## src/rtl/wiper_pkg.sv

```systemverilog
package wiper_pkg;

  typedef enum logic [2:0] {
    ST_IDLE,
    ST_DEV,
    ST_REG,
    ST_WDATA,
    ST_STEP,
    ST_RDATA,
    ST_WAIT
  } wstate_t;

  localparam int unsigned BYTE_W = 8;

endpackage

```

## src/rtl/wiper_bus_sync.sv

```systemverilog
module wiper_bus_sync (
  input  logic clk,
  input  logic rst_n,
  input  logic scl_i,
  input  logic sda_i,
  output logic sda_s,
  output logic scl_rise,
  output logic scl_fall,
  output logic start_det,
  output logic stop_det
);

  logic [1:0] scl_ff;
  logic [1:0] sda_ff;
  logic       scl_d;
  logic       sda_d;
  logic       scl_s;

  always_ff @(posedge clk or negedge rst_n) begin
    if (!rst_n) begin
      scl_ff <= 2'b11;
      sda_ff <= 2'b11;
      scl_d  <= 1'b1;
      sda_d  <= 1'b1;
    end else begin
      scl_ff <= {scl_ff[0], scl_i};
      sda_ff <= {sda_ff[0], sda_i};
      scl_d  <= scl_ff[1];
      sda_d  <= sda_ff[1];
    end
  end

  assign scl_s     = scl_ff[1];
  assign sda_s     = sda_ff[1];
  assign scl_rise  = scl_s & ~scl_d;
  assign scl_fall  = ~scl_s & scl_d;
  assign start_det = scl_s & scl_d & sda_d & ~sda_s;
  assign stop_det  = scl_s & scl_d & ~sda_d & sda_s;

endmodule

```

## src/rtl/wiper_proto.sv

```systemverilog
module wiper_proto
  import wiper_pkg::*;
#(
  parameter int unsigned W          = 7,
  parameter logic [6:0]  DEV_ADDR   = 7'h2C,
  parameter logic [7:0]  POS_REG    = 8'h00,
  parameter logic [7:0]  STEP_REG   = 8'h02
) (
  input  logic         clk,
  input  logic         rst_n,
  input  logic         sda_s,
  input  logic         scl_rise,
  input  logic         scl_fall,
  input  logic         start_det,
  input  logic         stop_det,
  input  logic [W-1:0] wiper,
  output logic         wr_en,
  output logic [W-1:0] wr_data,
  output logic         inc,
  output logic         dec,
  output logic         sda_oe
);

  localparam int unsigned CNT_W = $clog2(BYTE_W + 1);
  localparam logic [CNT_W-1:0] FULL = CNT_W'(BYTE_W);
  localparam logic [CNT_W-1:0] LAST = CNT_W'(BYTE_W - 1);

  wstate_t            state_q, state_d, after_q, after_d;
  logic [CNT_W-1:0]   cnt_q, cnt_d;
  logic [BYTE_W-1:0]  sh_q, sh_d;
  logic               ack_q, ack_d;
  logic               arm_q, arm_d;
  logic               bit_q, bit_d;
  logic               bvld_q, bvld_d;

  always_comb begin
    state_d = state_q;
    after_d = after_q;
    cnt_d   = cnt_q;
    sh_d    = sh_q;
    ack_d   = ack_q;
    arm_d   = arm_q;
    bit_d   = bit_q;
    bvld_d  = bvld_q;
    wr_en   = 1'b0;
    inc     = 1'b0;
    dec     = 1'b0;
    if (stop_det) begin
      state_d = ST_IDLE;
      ack_d   = 1'b0;
      arm_d   = 1'b0;
      bvld_d  = 1'b0;
    end else if (start_det) begin
      state_d = ST_DEV;
      cnt_d   = '0;
      ack_d   = 1'b0;
      bvld_d  = 1'b0;
    end else begin
      unique case (state_q)
        ST_DEV, ST_REG, ST_WDATA: begin
          if (ack_q) begin
            if (scl_fall) begin
              ack_d   = 1'b0;
              cnt_d   = '0;
              state_d = after_q;
              if (after_q == ST_RDATA) sh_d = {1'b0, wiper};
            end
          end else if (scl_rise && cnt_q < FULL) begin
            sh_d  = {sh_q[BYTE_W-2:0], sda_s};
            cnt_d = cnt_q + 1'b1;
          end else if (scl_fall && cnt_q == FULL) begin
            state_d = ST_WAIT;
            if (state_q == ST_DEV) begin
              if (sh_q[7:1] == DEV_ADDR && !sh_q[0]) begin
                ack_d = 1'b1; after_d = ST_REG;
              end else if (sh_q[7:1] == DEV_ADDR && arm_q) begin
                ack_d = 1'b1; after_d = ST_RDATA;
              end
            end else if (state_q == ST_REG) begin
              if (sh_q == POS_REG) begin
                ack_d = 1'b1; after_d = ST_WDATA; arm_d = 1'b1;
              end else if (sh_q == STEP_REG) begin
                ack_d = 1'b1; after_d = ST_STEP;
              end
            end else begin
              ack_d   = 1'b1;
              after_d = ST_WAIT;
              wr_en   = 1'b1;
            end
            if (ack_d) state_d = state_q;
          end
        end
        ST_STEP: begin
          if (scl_rise) begin
            bit_d  = sda_s;
            bvld_d = 1'b1;
          end else if (scl_fall && bvld_q) begin
            inc    = bit_q;
            dec    = ~bit_q;
            bvld_d = 1'b0;
          end
        end
        ST_RDATA: begin
          if (scl_fall) begin
            if (cnt_q == LAST) begin
              state_d = ST_WAIT;
            end else begin
              sh_d  = {sh_q[BYTE_W-2:0], 1'b0};
              cnt_d = cnt_q + 1'b1;
            end
          end
        end
        default: ;
      endcase
    end
  end

  always_ff @(posedge clk or negedge rst_n) begin
    if (!rst_n) begin
      state_q <= ST_IDLE;
      after_q <= ST_IDLE;
      cnt_q   <= '0;
      sh_q    <= '0;
      ack_q   <= 1'b0;
      arm_q   <= 1'b0;
      bit_q   <= 1'b0;
      bvld_q  <= 1'b0;
    end else begin
      state_q <= state_d;
      after_q <= after_d;
      cnt_q   <= cnt_d;
      sh_q    <= sh_d;
      ack_q   <= ack_d;
      arm_q   <= arm_d;
      bit_q   <= bit_d;
      bvld_q  <= bvld_d;
    end
  end

  assign wr_data = sh_q[W-1:0];
  assign sda_oe  = ack_q | (state_q == ST_RDATA && !sh_q[BYTE_W-1]);

endmodule

```

## src/rtl/wiper_reg.sv

```systemverilog
module wiper_reg #(
  parameter int unsigned W = 7
) (
  input  logic         clk,
  input  logic         rst_n,
  input  logic [W-1:0] preset,
  input  logic         wr_en,
  input  logic [W-1:0] wr_data,
  input  logic         inc,
  input  logic         dec,
  output logic         pend,
  output logic [W-1:0] wiper
);

  localparam logic [W-1:0] TOP = {W{1'b1}};

  logic         pend_q;
  logic [W-1:0] pos_q, pos_d;
  logic         pos_en;

  always_ff @(posedge clk or negedge rst_n) begin
    if (!rst_n) pend_q <= 1'b1;
    else        pend_q <= 1'b0;
  end

  assign wiper  = pend_q ? preset : pos_q;
  assign pos_en = pend_q | wr_en | inc | dec;

  always_comb begin
    pos_d = wiper;
    if (pend_q)                      pos_d = preset;
    else if (wr_en)                  pos_d = wr_data;
    else if (inc && wiper != TOP)    pos_d = wiper + 1'b1;
    else if (dec && wiper != '0)     pos_d = wiper - 1'b1;
  end

  always_ff @(posedge clk) begin
    if (pos_en) pos_q <= pos_d;
  end

  assign pend = pend_q;

endmodule

```

## src/rtl/wiper_tap_dec.sv

```systemverilog
module wiper_tap_dec #(
  parameter int unsigned W = 7
) (
  input  logic [W-1:0]      code,
  output logic [(1<<W)-1:0] tap
);

  localparam int unsigned TAPS = 1 << W;

  for (genvar i = 0; i < TAPS; i++) begin : g_tap
    assign tap[i] = (code == W'(i));
  end

endmodule

```

## src/rtl/wiper_i2c_ctrl.sv

```systemverilog
module wiper_i2c_ctrl #(
  parameter int unsigned W        = 7,
  parameter logic [6:0]  DEV_ADDR = 7'h2C,
  parameter logic [7:0]  POS_REG  = 8'h00,
  parameter logic [7:0]  STEP_REG = 8'h02
) (
  input  logic              clk,
  input  logic              rst_n,
  input  logic              scl_i,
  input  logic              sda_i,
  output logic              sda_o,
  output logic              sda_oe,
  input  logic [W-1:0]      preset_i,
  output logic [W-1:0]      wiper_o,
  output logic [(1<<W)-1:0] tap_sel_o
);

  logic         sda_s, scl_rise, scl_fall, start_w, stop_w;
  logic         wr_w, inc_w, dec_w, pend_w;
  logic [W-1:0] wdata_w;

  wiper_bus_sync u_sync (
    .clk(clk), .rst_n(rst_n), .scl_i(scl_i), .sda_i(sda_i),
    .sda_s(sda_s), .scl_rise(scl_rise), .scl_fall(scl_fall),
    .start_det(start_w), .stop_det(stop_w)
  );

  wiper_proto #(.W(W), .DEV_ADDR(DEV_ADDR), .POS_REG(POS_REG), .STEP_REG(STEP_REG)) u_proto (
    .clk(clk), .rst_n(rst_n), .sda_s(sda_s), .scl_rise(scl_rise),
    .scl_fall(scl_fall), .start_det(start_w), .stop_det(stop_w),
    .wiper(wiper_o), .wr_en(wr_w), .wr_data(wdata_w), .inc(inc_w),
    .dec(dec_w), .sda_oe(sda_oe)
  );

  wiper_reg #(.W(W)) u_reg (
    .clk(clk), .rst_n(rst_n), .preset(preset_i), .wr_en(wr_w),
    .wr_data(wdata_w), .inc(inc_w), .dec(dec_w), .pend(pend_w),
    .wiper(wiper_o)
  );

  wiper_tap_dec #(.W(W)) u_dec (
    .code(wiper_o), .tap(tap_sel_o)
  );

  assign sda_o = 1'b0;

endmodule

```

## config.mk

```make
export PLATFORM = sky130hd
export DESIGN_NAME = wiper_i2c_ctrl
export DESIGN_NICKNAME = d
export VERILOG_FILES = /design/src/rtl/wiper_pkg.sv /design/src/rtl/wiper_bus_sync.sv /design/src/rtl/wiper_proto.sv /design/src/rtl/wiper_reg.sv /design/src/rtl/wiper_tap_dec.sv /design/src/rtl/wiper_i2c_ctrl.sv
export SDC_FILE = /design/constraint.sdc
export NUM_CORES = 1
export LEC_CHECK = 0
export BUFFER_PORTS_ARGS = -buffer_cell sky130_fd_sc_hd__clkbuf_2
export CORE_AREA = 2 2 131 82
export DETAILED_ROUTE_END_ITERATION = 7
export DIE_AREA = 0 0 133 84
export PLACE_DENSITY = 0.65
export SYNTH_ARGS = -nofsm -noshare
export SYNTH_HDL_FRONTEND = slang
export SYNTH_SLANG_ARGS = --single-unit
```

## constraint.sdc

```tcl
create_clock -name clk -period 7 [get_ports clk]
set_clock_uncertainty 0.05 [all_clocks]
set_input_delay 0.35 -clock clk [delete_from_list [all_inputs] [get_ports clk]]
set_output_delay 0.35 -clock clk [all_outputs]
set_load 0.02 [all_outputs]
```

# Word level (Yosys, flattened, before mapping)
# Index checks and enable logic that the tools add are counted.
[word_totals] reg_bits=36 latchBits=0 ramBits=0 mem_bits_ro=0 inputBits=11 out_inout_bits=137 word_cells=314 mem_count=0
[classes] n_addsub=3 multipliers=0 div=0 magnitude_cmp=1 n_eq_ne=159 shift=0 n_mux=86 bitwise_logic=20 reduce_logical=31
[ops] operator="== test 7 bit, second input constant" count=64
[ops] operator="== test 7 x 6 -> 1 bit, second input constant" count=33
[ops] operator="== test 7 x 5 -> 1 bit, second input constant" count=16
[ops] operator="== test 7 x 4 -> 1 bit, second input constant" count=8
[ops] operator="two-way mux 1 bit" count=51
[ops] operator="two-way mux 8 bit" count=6
[ops] operator="two-way mux 3 bit" count=15
[ops] operator="two-way mux 7 bit" count=5
[ops] operator="== test 7 x 3 -> 1 bit, second input constant" count=4
[ops] operator="two-way mux 4 bit" count=6
[ops] operator="AND reduction 8 bit" count=3
[ops] operator="inequality test 4 x 3 -> 1 bit, second input constant" count=4
[ops] operator="one-hot mux 8 bit (2 select lines)" count=1
[ops] operator="inequality test 5 x 4 -> 1 bit, second input constant" count=3
[ops] operator="== test 7 x 2 -> 1 bit, second input constant" count=2
[ops] operator="nonzero test 2 bit" count=5
[ops] operator="== test 3 bit, second input constant" count=3
[ops] operator="inequality test 3 bit, second input constant" count=3
[ops] operator="NOT 1 bit" count=9
[ops] operator="nonzero test 3 bit" count=3
[ops] operator="== test 8 x 2 -> 1 bit, second input constant" count=1
[ops] operator="logical AND 1 bit" count=8
[ops] operator="zero test 8 bit" count=1
[ops] operator="inequality test 2 bit, second input constant" count=4
[ops] operator="28 further kinds" count=42

# Depth between registers and ports, before layout
# Gate-level depths: netlist of run 1.
[depth] word_depth=18 ltp_mapped=10 mapped_depth_nobuf=8

# Cells and area by module
# A second synthesis of run 1 with hierarchy kept.
[unflattened] cells_unflattened=434 area_unflattened_um2=3433.3
[modules_own_cells] module="wiper_proto" instances=1 cells_each=145 area_each_um2=1455.1 seq_area_each_um2=550.5
[modules_own_cells] module="wiper_tap_dec" instances=1 cells_each=182 area_each_um2=905.9 seq_area_each_um2=0.0
[modules_own_cells] module="wiper_reg" instances=1 cells_each=95 area_each_um2=870.8 seq_area_each_um2=236.5
[modules_own_cells] module="wiper_bus_sync" instances=1 cells_each=10 area_each_um2=190.2 seq_area_each_um2=157.7
[modules_own_cells] module="wiper_i2c_ctrl" instances=1 cells_each=2 area_each_um2=11.3 seq_area_each_um2=0.0

# Worst setup path before layout of run 1
# OpenSTA, ideal clock, no wires.
[synth_path] path_type="register -> register" from="register u_reg.pend_q, in the netlist u_reg.pend" to="register u_reg.pos_q[5] (data pin)" arrival_time_ps=2948 required_time_ps=6689 slack_ps=3742 stages_incl_launch_ff=11 n_path_buf=2 period_less_slack_ps=3258 path_cell_list="dfstp_2 buf_2 mux2i_1 inv_1 ha_1 a21bo_2 buf_1 o211a_1 a32oi_1 xnor2_1 a221o_1"
[synth_via] elab_chain_cells=7 word_cells_on_any_way=11
[synth_rtl] element="start: declaration" line_no="wiper_reg.sv:17" text="logic pend_q;"
[synth_rtl] element="start signal: assignment" line_no="wiper_reg.sv:22" text="if (!rst_n) pend_q <= 1'b1;"
[synth_rtl] element="start signal: assignment" line_no="wiper_reg.sv:23" text="else pend_q <= 1'b0;"
[synth_rtl] element="two-way mux 7 bit *" line_no="wiper_reg.sv:26" text="assign wiper = pend_q ? preset : pos_q;"
[synth_rtl] element="named net wiper_o[0]" line_no="wiper_i2c_ctrl.sv:14" text="output logic [W-1:0] wiper_o,"
[synth_rtl] element="parallel branches: the longest is 3 deep, another holds subtractor 7 x 1 -> 7 bit"
[synth_rtl] element="two-way mux 7 bit *" line_no="wiper_reg.sv:33" text="else if (inc && wiper != TOP) pos_d = wiper + 1'b1;"
[synth_rtl] element="two-way mux 7 bit *" line_no="wiper_reg.sv:32" text="else if (wr_en) pos_d = wr_data;"
[synth_rtl] element="two-way mux 7 bit *" line_no="wiper_reg.sv:31" text="if (pend_q) pos_d = preset;"
[synth_rtl] element="named net u_reg.pos_d[5]" line_no="wiper_reg.sv:18" text="logic [W-1:0] pos_q, pos_d;"
[synth_rtl] element="end signal: assignment" line_no="wiper_reg.sv:38" text="if (pos_en) pos_q <= pos_d;"
[synth_rtl] element="end: declaration" line_no="wiper_reg.sv:18"
# Mark *: on every way through the listed nets, which the timed path passes.
# A chain may end at the register's enable or synchronous reset.

# Final worst setup path of run 1
[layout_path] from="register u_reg.pend_q, in the netlist u_reg.pend" to="register u_reg.pos_q[5] (data pin)"
[layout_via] elab_chain_cells=7 word_cells_on_any_way=11
[layout_rtl] element="parallel branches: the longest is 6 deep, another holds subtractor 7 x 1 -> 7 bit"
[layout_rtl] element="two-way mux 7 bit *" line_no="wiper_reg.sv:31"
[layout_rtl] element="named net u_reg.pos_d[5]" line_no="wiper_reg.sv:18"
# Marks and branches as above.

==> results of run 1 <==
==> placed cells by master (no fill, tap or decap), types with 4 or more instances in the layout <==
| master | count |
|---|---|
| dfrtp_1 | 22 |
| nand3_1 | 8 |
| and3_1 | 4 |
| nand2_1 | 50 |
| a221o_1 | 5 |
| inv_1 | 15 |
| clkbuf_2 | 146 |
| edfxtp_1 | 7 |
| o21ai_0 | 11 |
| o22ai_1 | 4 |
| xor2_1 | 4 |
| nand3b_1 | 5 |
| nor2_1 | 153 |
| mux2i_1 | 6 |
| a21oi_1 | 25 |
| nor3b_1 | 4 |
| ha_1 | 6 |
| clkbuf_16 | 5 |
| and2_1 | 4 |
| nor3_1 | 10 |
| o21ai_1 | 6 |
| dfstp_2 | 7 |
==> flip-flops by register name, summed over array words and instances, names as in the netlist <==
register         count
u_proto.state_q      3
u_proto.sh_q         8
u_proto.bvld_q       1
u_proto.bit_q        1
u_reg.pos_q          7
u_sync.scl_d         1
u_proto.ack_q        1
u_proto.cnt_q        4
u_proto.after_q      3
u_sync.sda_d         1
u_sync.sda_ff        2
u_sync.scl_ff        2
u_proto.arm_q        1
u_reg.pend           1
==> routing by layer <==
metal | vias to the layer above | GRT usage (%)
met5 | - | 0
met4 | 0 | 6.061
met3 | 17 | 2.186
met2 | 161 | 27.32
met1 | 1799 | 27.66
li1 | 1721 | -
==> cell usage after synthesis (2+ instances only) <==
master	count	area (µm²)
a22oi_1	2	15.01
nand3b_1	5	37.54
o221ai_1	2	17.52
buf_2	2	10.01
o21ai_1	6	30.03
and2_1	4	25.02
dfrtp_1	22	550.5
clkbuf_1	16	60.06
inv_1	15	56.30
a21oi_1	25	125.1
nand4_1	2	12.51
nor3_1	10	50.05
o21ai_2	2	17.52
o21a_1	2	15.01
o21ai_0	11	55.05
nand3_1	8	40.04
o211a_1	2	20.02
nand2_1	50	187.7
or3b_2	2	17.52
a221o_1	5	50.05
nor2b_1	3	18.77
xor2_1	4	35.03
nor4_1	2	12.51
nor2_1	153	574.3
and3_1	4	25.02
edfxtp_1	7	210.2
dfstp_2	7	183.9
o22ai_1	4	25.02
nor3b_1	4	30.03
or2_2	2	12.51
nand2b_1	2	12.51
o21bai_1	3	22.52
or3_1	3	18.77
ha_1	6	75.07
mux2_2	2	22.52
mux2i_1	6	60.06
==> area by class of cell <==
type	instances	share of cell area (%)
clock buffer	6	3.533
sequential	36	24.03
timing repair buffer	148	18.97
tap	139	4.424
clock inverter	2	0.3501
inverter	15	1.432
multi-input combinational	359	47.26
==> logic make-up after synthesis <==
family,Yosys count
and+or+nand+nor,260
muxes,8
other,1
buffers and inverters,36
AOI/OAI and AO/OA,78
adders and majority gates,6
DFF,36
xor gates and xnor gates,5
==> where the power goes <==
group | switching [µW] | internal, µW
combinational | 225 | 127
clock | 87.4 | 142
sequential | 81.1 | 271
total | 394 | 540
==> worst min-delay path by stage <==
stage	from	to	slack, ns	cells past startpoint
after global placement	u_sync.sda_ff[0]$_DFF_PN1_	u_sync.sda_ff[1]$_DFF_PN1_	0.30	0
after floorplan	rst_n	u_proto.ack_q$_DFFE_PN0P_	0.004	0
after global routing	scl_i	u_sync.scl_ff[0]$_DFF_PN1_	0.09	1
after CTS	rst_n	u_proto.after_q[0]$_DFFE_PN0P_	0.09	1
after detailed placement	u_sync.scl_ff[0]$_DFF_PN1_	u_sync.scl_ff[1]$_DFF_PN1_	0.30	0
final	rst_n	u_proto.after_q[0]$_DFFE_PN0P_	0.07	1
==> worst register-to-register path, cell delays in order, from the launching register on <==
cell and delay (ns):
dfstp_2 0.80, mux2i_1 0.54, inv_1 0.17, ha_1 0.32, a21bo_2 0.34, o211a_1 0.35, a32oi_1 0.18, xnor2_1 0.15
a221o_1 0.34
==> stage by stage <==
stage / utilization [%] / power [µW] / setup WS [ns]
finish: 38.83 / 933.7 / 3.522
global route: 38.83 / 993.8 / 3.321
CTS: 38.83 / 932.1 / 3.597
detailed placement: 37.33 / 698.3 / 3.607
global placement: 37.33 / 685.5 / 3.754
floorplan: - / 605.9 / 3.742
==> metrics.txt, run 1 <==
status complete, no violations; Finished Layout Cells 705; RSZ-0062 raised after global routing false; compound-gate portion of the synthesized area 17.70%; VDD IR max 0.1173 mV; clk_lat worst skew 0.28 ns; Levels on crit path 8; number of port buffers 146; Top FF cell, synth dfrtp_1; Post-Synth Simple-Gate Area 38.24%; initial core utilization 29.12%; Post-Syn Area per Cell 6.855 µm²; Synth Cell Area 0.002948 mm²; shortest period the worst path allows 3.478 ns; n_diodes 0; power per cell area 237.5 mW/mm²; post-synthesis adder-cell area fraction 2.547%; Crit Path Category reg -> reg; R2R Setup Slk 3.52 ns; Clock Sinks 36; Syn Inst Count 430; proportion of synthesized area in mux cells 2.801%; Post-CTS Setup Inserts 0; CP max stage delay 0.80 ns; Worst Tran Pin Value 0.8434 ns; Yosys cell types 61; WP data arrival 3.47 ns; Slew HR 43.65%; hold crit path type in -> async; CTS Hold Bufs 0; placed insts 697; Final HPWL DP 8.227 mm; storage element area 944.7 µm²; Leak Pwr 0.001854 µW; Detail Route met2 WL 4.767 mm; layout cell share with drive strength beyond 1 31.10%; top-level I/O count 148; slowest cell on the critical path dfstp_2; Core Area 0.01012 mm²; WHS 0.06885 ns; Worst Path Buf+Inv 1; final hold vios 0; num rows 29; Final Cell Area 0.003931 mm²; Die X 133 µm; clk buf depth 2; DRT iter0 DRCs 363; Detailed Routing Iterations Pass 1 5; placer congestion estimate 0.8907; sequential area share after synthesis 32.05%; DR DRC count 0; Yosys reg bits 36; antenna-violating nets left 0; # fillers 1075; Avg Vias per Cell 5.245; initial antenna violation count 0; wire per inst 15.27 µm; CTS clk-pin slew, worst paths 0.06 ns; Die ar. 0.01117 mm²; XOR/XNOR Fraction of Synth Area 1.486%; Critical Path End Type register; global-route usage over all layers 18.47%; Worst setup endpoint u_reg.pos_q[5]$_DFFE_PP_; Post-synth EDFFs 7; area of the multi-input gates 0.001858 mm²; Post-layout nets 582; CP Launch Point u_reg.pend$_DFF_PN1_; # H-tree levels 2; vias in the first global route 3185; global route overflow 0; first-pass GRT wire length 16.62 mm; Setup TNS 0 ns; CTS tree yes; Resized cells post-CTS 0; DR top layer met4; CTS Buf Count 5; ys async rst share 80.56%; fin. max-slew vios 0; met1 wire length 5.083 mm; Max FO, Critical Path 22; largest net degree at the start of global routing 30; vias 3698; Clock Root Buffer clkbuf_16; placed cell areas 0.003779 mm²; CP Data Required Time 6.99 ns; final setup fails 0; Setup crit start kind register; Post-Route WL 10.77 mm; largest family of logic cells by synthesized area simple AND/OR/NAND/NOR gates; Reg2Reg Capture Point u_reg.pos_q[5]$_DFFE_PP_; Area Growth Syn to Fin 33.36%; cell family with most CP delay compound AO/OA/AOI/OAI gates; max-cap violations 0; CP Cell Sequence mux2i_1, inv_1, ha_1, a21bo_2, o211a_1, a32oi_1, xnor2_1, a221o_1; metal3 WL 763 µm; YS warnings 0; reg2reg start u_reg.pend$_DFF_PN1_; die height 84 µm; crit share post-route 49.68%; Fmax 287.5 MHz; FF-to-FF path depth 8
(Power assumes the default switching activity.)
==> run 2: changes to the inputs <==
Settings changed: ABC_AREA from default to 1, CORE_AREA 2 2 131 82 to 2 2 135 84, DIE_AREA 0 0 133 84 to 0 0 137 86, PLACE_DENSITY 0.65 to 0.64.
Clock period 7 ns to 3.3 ns, I/O delays scaled along.
==> run 2 against run 1 <==
Wire length is 2.0% lower. Highest routed layer unchanged. Synthesized area is 4.9% higher. Flip-flop and latch count unchanged. Global-route usage decreased by 1.3 points. Final cell count rose by 9.5%. Clock power is 150% higher. Combinational power is 97% higher. Largest power group is now combinational logic. Utilization increased by 0.67 points. Worst setup slack got worse by 3.1 ns. Critical path depth shrank 1. Sequential power is 90% higher. Critical path type is now reg -> out.
==> metrics.txt, run 2 <==
Syn Inst Count 488; largest family of logic cells by synthesized area simple AND/OR/NAND/NOR gates; first-pass GRT wire length 16.02 mm; n_diodes 0; Yosys reg bits 36; Final HPWL DP 8.538 mm; Post-Synth Simple-Gate Area 47.78%; CP Cell Sequence inv_2, nand2_2, nand2_4, inv_1, nand3_1, nor2_1, clkbuf_2; Post-Syn Area per Cell 6.338 µm²; Levels on crit path 7; vias in the first global route 3155; post-synthesis adder-cell area fraction 2.427%; final setup fails 0; Clock Sinks 36; Largest Register u_proto.sh_q; Total Power 1927 µW; clk_lat worst skew 0.29 ns; WP data arrival 2.64 ns; most frequent cells in the layout nor2_1 (147), clkbuf_2 (146), nand2_1 (100), inv_1 (45), nand3_1 (37); die height 86 µm; vias 3736; Top FF cell, synth dfrtp_1; placer congestion estimate 0.8975; CTS clk-pin slew, worst paths 0.06 ns; power per cell area 466.9 mW/mm²; Worst Hold Path Cells 3; YS warnings 0; Post-layout nets 649; Area Growth Syn to Fin 33.45%; shortest period the worst path allows 2.851 ns; Clock Root Buffer clkbuf_16; Die ar. 0.01178 mm²; antenna-violating nets left 0; WHS 0.1596 ns; number of port buffers 146; RSZ-0062 raised after global routing false; Leak Pwr 0.002185 µW; # H-tree levels 2; FF-to-FF path depth 14; status complete, no violations; sequential area share after synthesis 30.54%; crit share post-route 86.39%; Synth Cell Area 0.003093 mm²; placed insts 761; global-route usage over all layers 17.17%; final hold vios 0; Die X 137 µm; share of the synthesized area in the top cell type 17.84%; Resized cells post-CTS 0; clk buf depth 2; Finished Layout Cells 772; VDD IR max 0.3579 mV; Setup crit start kind register; Worst Path Buf+Inv 3; Avg Vias per Cell 4.839; compound-gate portion of the synthesized area 9.668%; cell family with most CP delay simple AND/OR/NAND/NOR gates; proportion of synthesized area in mux cells 0%; num rows 29; initial core utilization 29.60%; Final Cell Area 0.004128 mm²; wire per inst 13.67 µm; CTS Buf Count 5; XOR/XNOR Fraction of Synth Area 0.2832%; placed cell areas 0.003925 mm²; Fmax 350.8 MHz; DRT iter0 DRCs 416; Crit Path Category reg -> out; most frequent cells after synthesis nor2_1 (147), nand2_1 (100), inv_1 (45); Max FO, Critical Path 16; Worst Tran Pin Value 0.7731 ns; Largest regs u_proto.sh_q (8), u_reg.pos_q (7), u_proto.cnt_q (4); CTS tree yes; commonest non-fill, non-tap cell in the layout nor2_1; DR DRC count 0; global route overflow 0; cell taking the most area after synthesis nor2_1; CP Data Required Time 3.08 ns; top-level I/O count 148; ys async rst share 80.56%; slowest cell on the critical path dfstp_2; Slew HR 48.32%; hold crit path type in -> reg; max FFs per register 8; Detailed Routing Iterations Pass 1 5; layout cell share with drive strength beyond 1 32.23%; synth top area cells nor2_1 (18%), dfrtp_1 (18%), nand2_1 (12%); Setup TNS 0 ns; Post-Route WL 10.55 mm; most common cell in the synthesized netlist nor2_1; initial antenna violation count 0; Core Area 0.01045 mm²; Post-synth EDFFs 7; Critical Path End Type output port; largest net degree at the start of global routing 30; Yosys cell types 38; fin. max-slew vios 0; CP max stage delay 0.75 ns; max-cap violations 0
run 2: cell types whose count changed after synthesis, sizes merged, moves of 5 or more:
| cell | before | now |
|---|---|---|
| a21oi | 25 | 8 |
| a221o | 5 | 0 |
| and2 | 5 | 0 |
| buf | 5 | 10 |
| clkbuf | 16 | 3 |
| inv | 15 | 54 |
| mux2i | 6 | 0 |
| nand2 | 50 | 117 |
| nand3 | 8 | 39 |
| o21ai | 19 | 34 |
run 2: per-layer routing:
layer,vias to the layer above,global-route usage [%],share of wire [%]
met4,0,3.093,0.90
met1,1730,26.56,46
met3,14,3.842,9.4
met5,-,0,0
li1,1821,-,-
met2,171,24.20,44
run 2: worst min-delay path: cells and delay by family:
kind / cells / cell delay, ns
simple gates: 2 / 0.12
buf+inv: 1 / 0.11
run 2: repair_timing:
action                                  CTS  global route
hold buffers                              3             0
endpoints found under the setup margin    0             0
endpoints found under the hold margin    24             0
setup buffers                             0             0
run 2: power by group:
group	switching [µW]	total [µW]	internal (µW)
Sequential	102	669	567
Combinational	483	692	209
Clock	191	566	375
Total	777	1930	1150
run 2: layout make-up:
class	count	area, µm²
clock inverters	2	33.78
multi-input cells	385	1868
inverters	55	207.7
well taps	139	173.9
fillers	1097	6322
repair buffers	149	760.7
flip-flops and latches	36	944.7
clock buffers	6	138.9
run 2: final timing paths:
path	startpoint	to	slack, ns
worst max-delay path	u_reg.pend$_DFF_PN1_	tap_sel_o[18]	0.45
worst max register to register	u_reg.pend$_DFF_PN1_	u_reg.pos_q[5]$_DFFE_PP_	0.48
max in group asynchronous	rst_n	u_proto.sh_q[6]$_DFFE_PN0P_	2.30
worst min register to register	u_sync.sda_ff[0]$_DFF_PN1_	u_sync.sda_ff[1]$_DFF_PN1_	0.30
worst min-delay path	preset_i[6]	u_reg.pos_q[6]$_DFFE_PP_	0.16
min in group asynchronous	rst_n	u_proto.cnt_q[2]$_DFFE_PN0P_	0.42
run 2: through the flow:
step	setup WS [ns]	util (%)
6_report	0.4490	39.50
5_1_grt	0.1946	39.50
2_1_floorplan	0.9899	-
3_3_place_gp	0.6420	37.56
4_1_cts	0.4932	39.50
3_5_place_dp	0.5051	37.56
run 2: cell families (layout without fill, tap and decap cells):
logic type      after synthesis  after routing
compound gates               53             53
xor+xnor                      1              1
fa+ha+maj                     6              6
buf+inv                      68            212
flops                        36             36
other cells                   1              2
simple gates                323            323
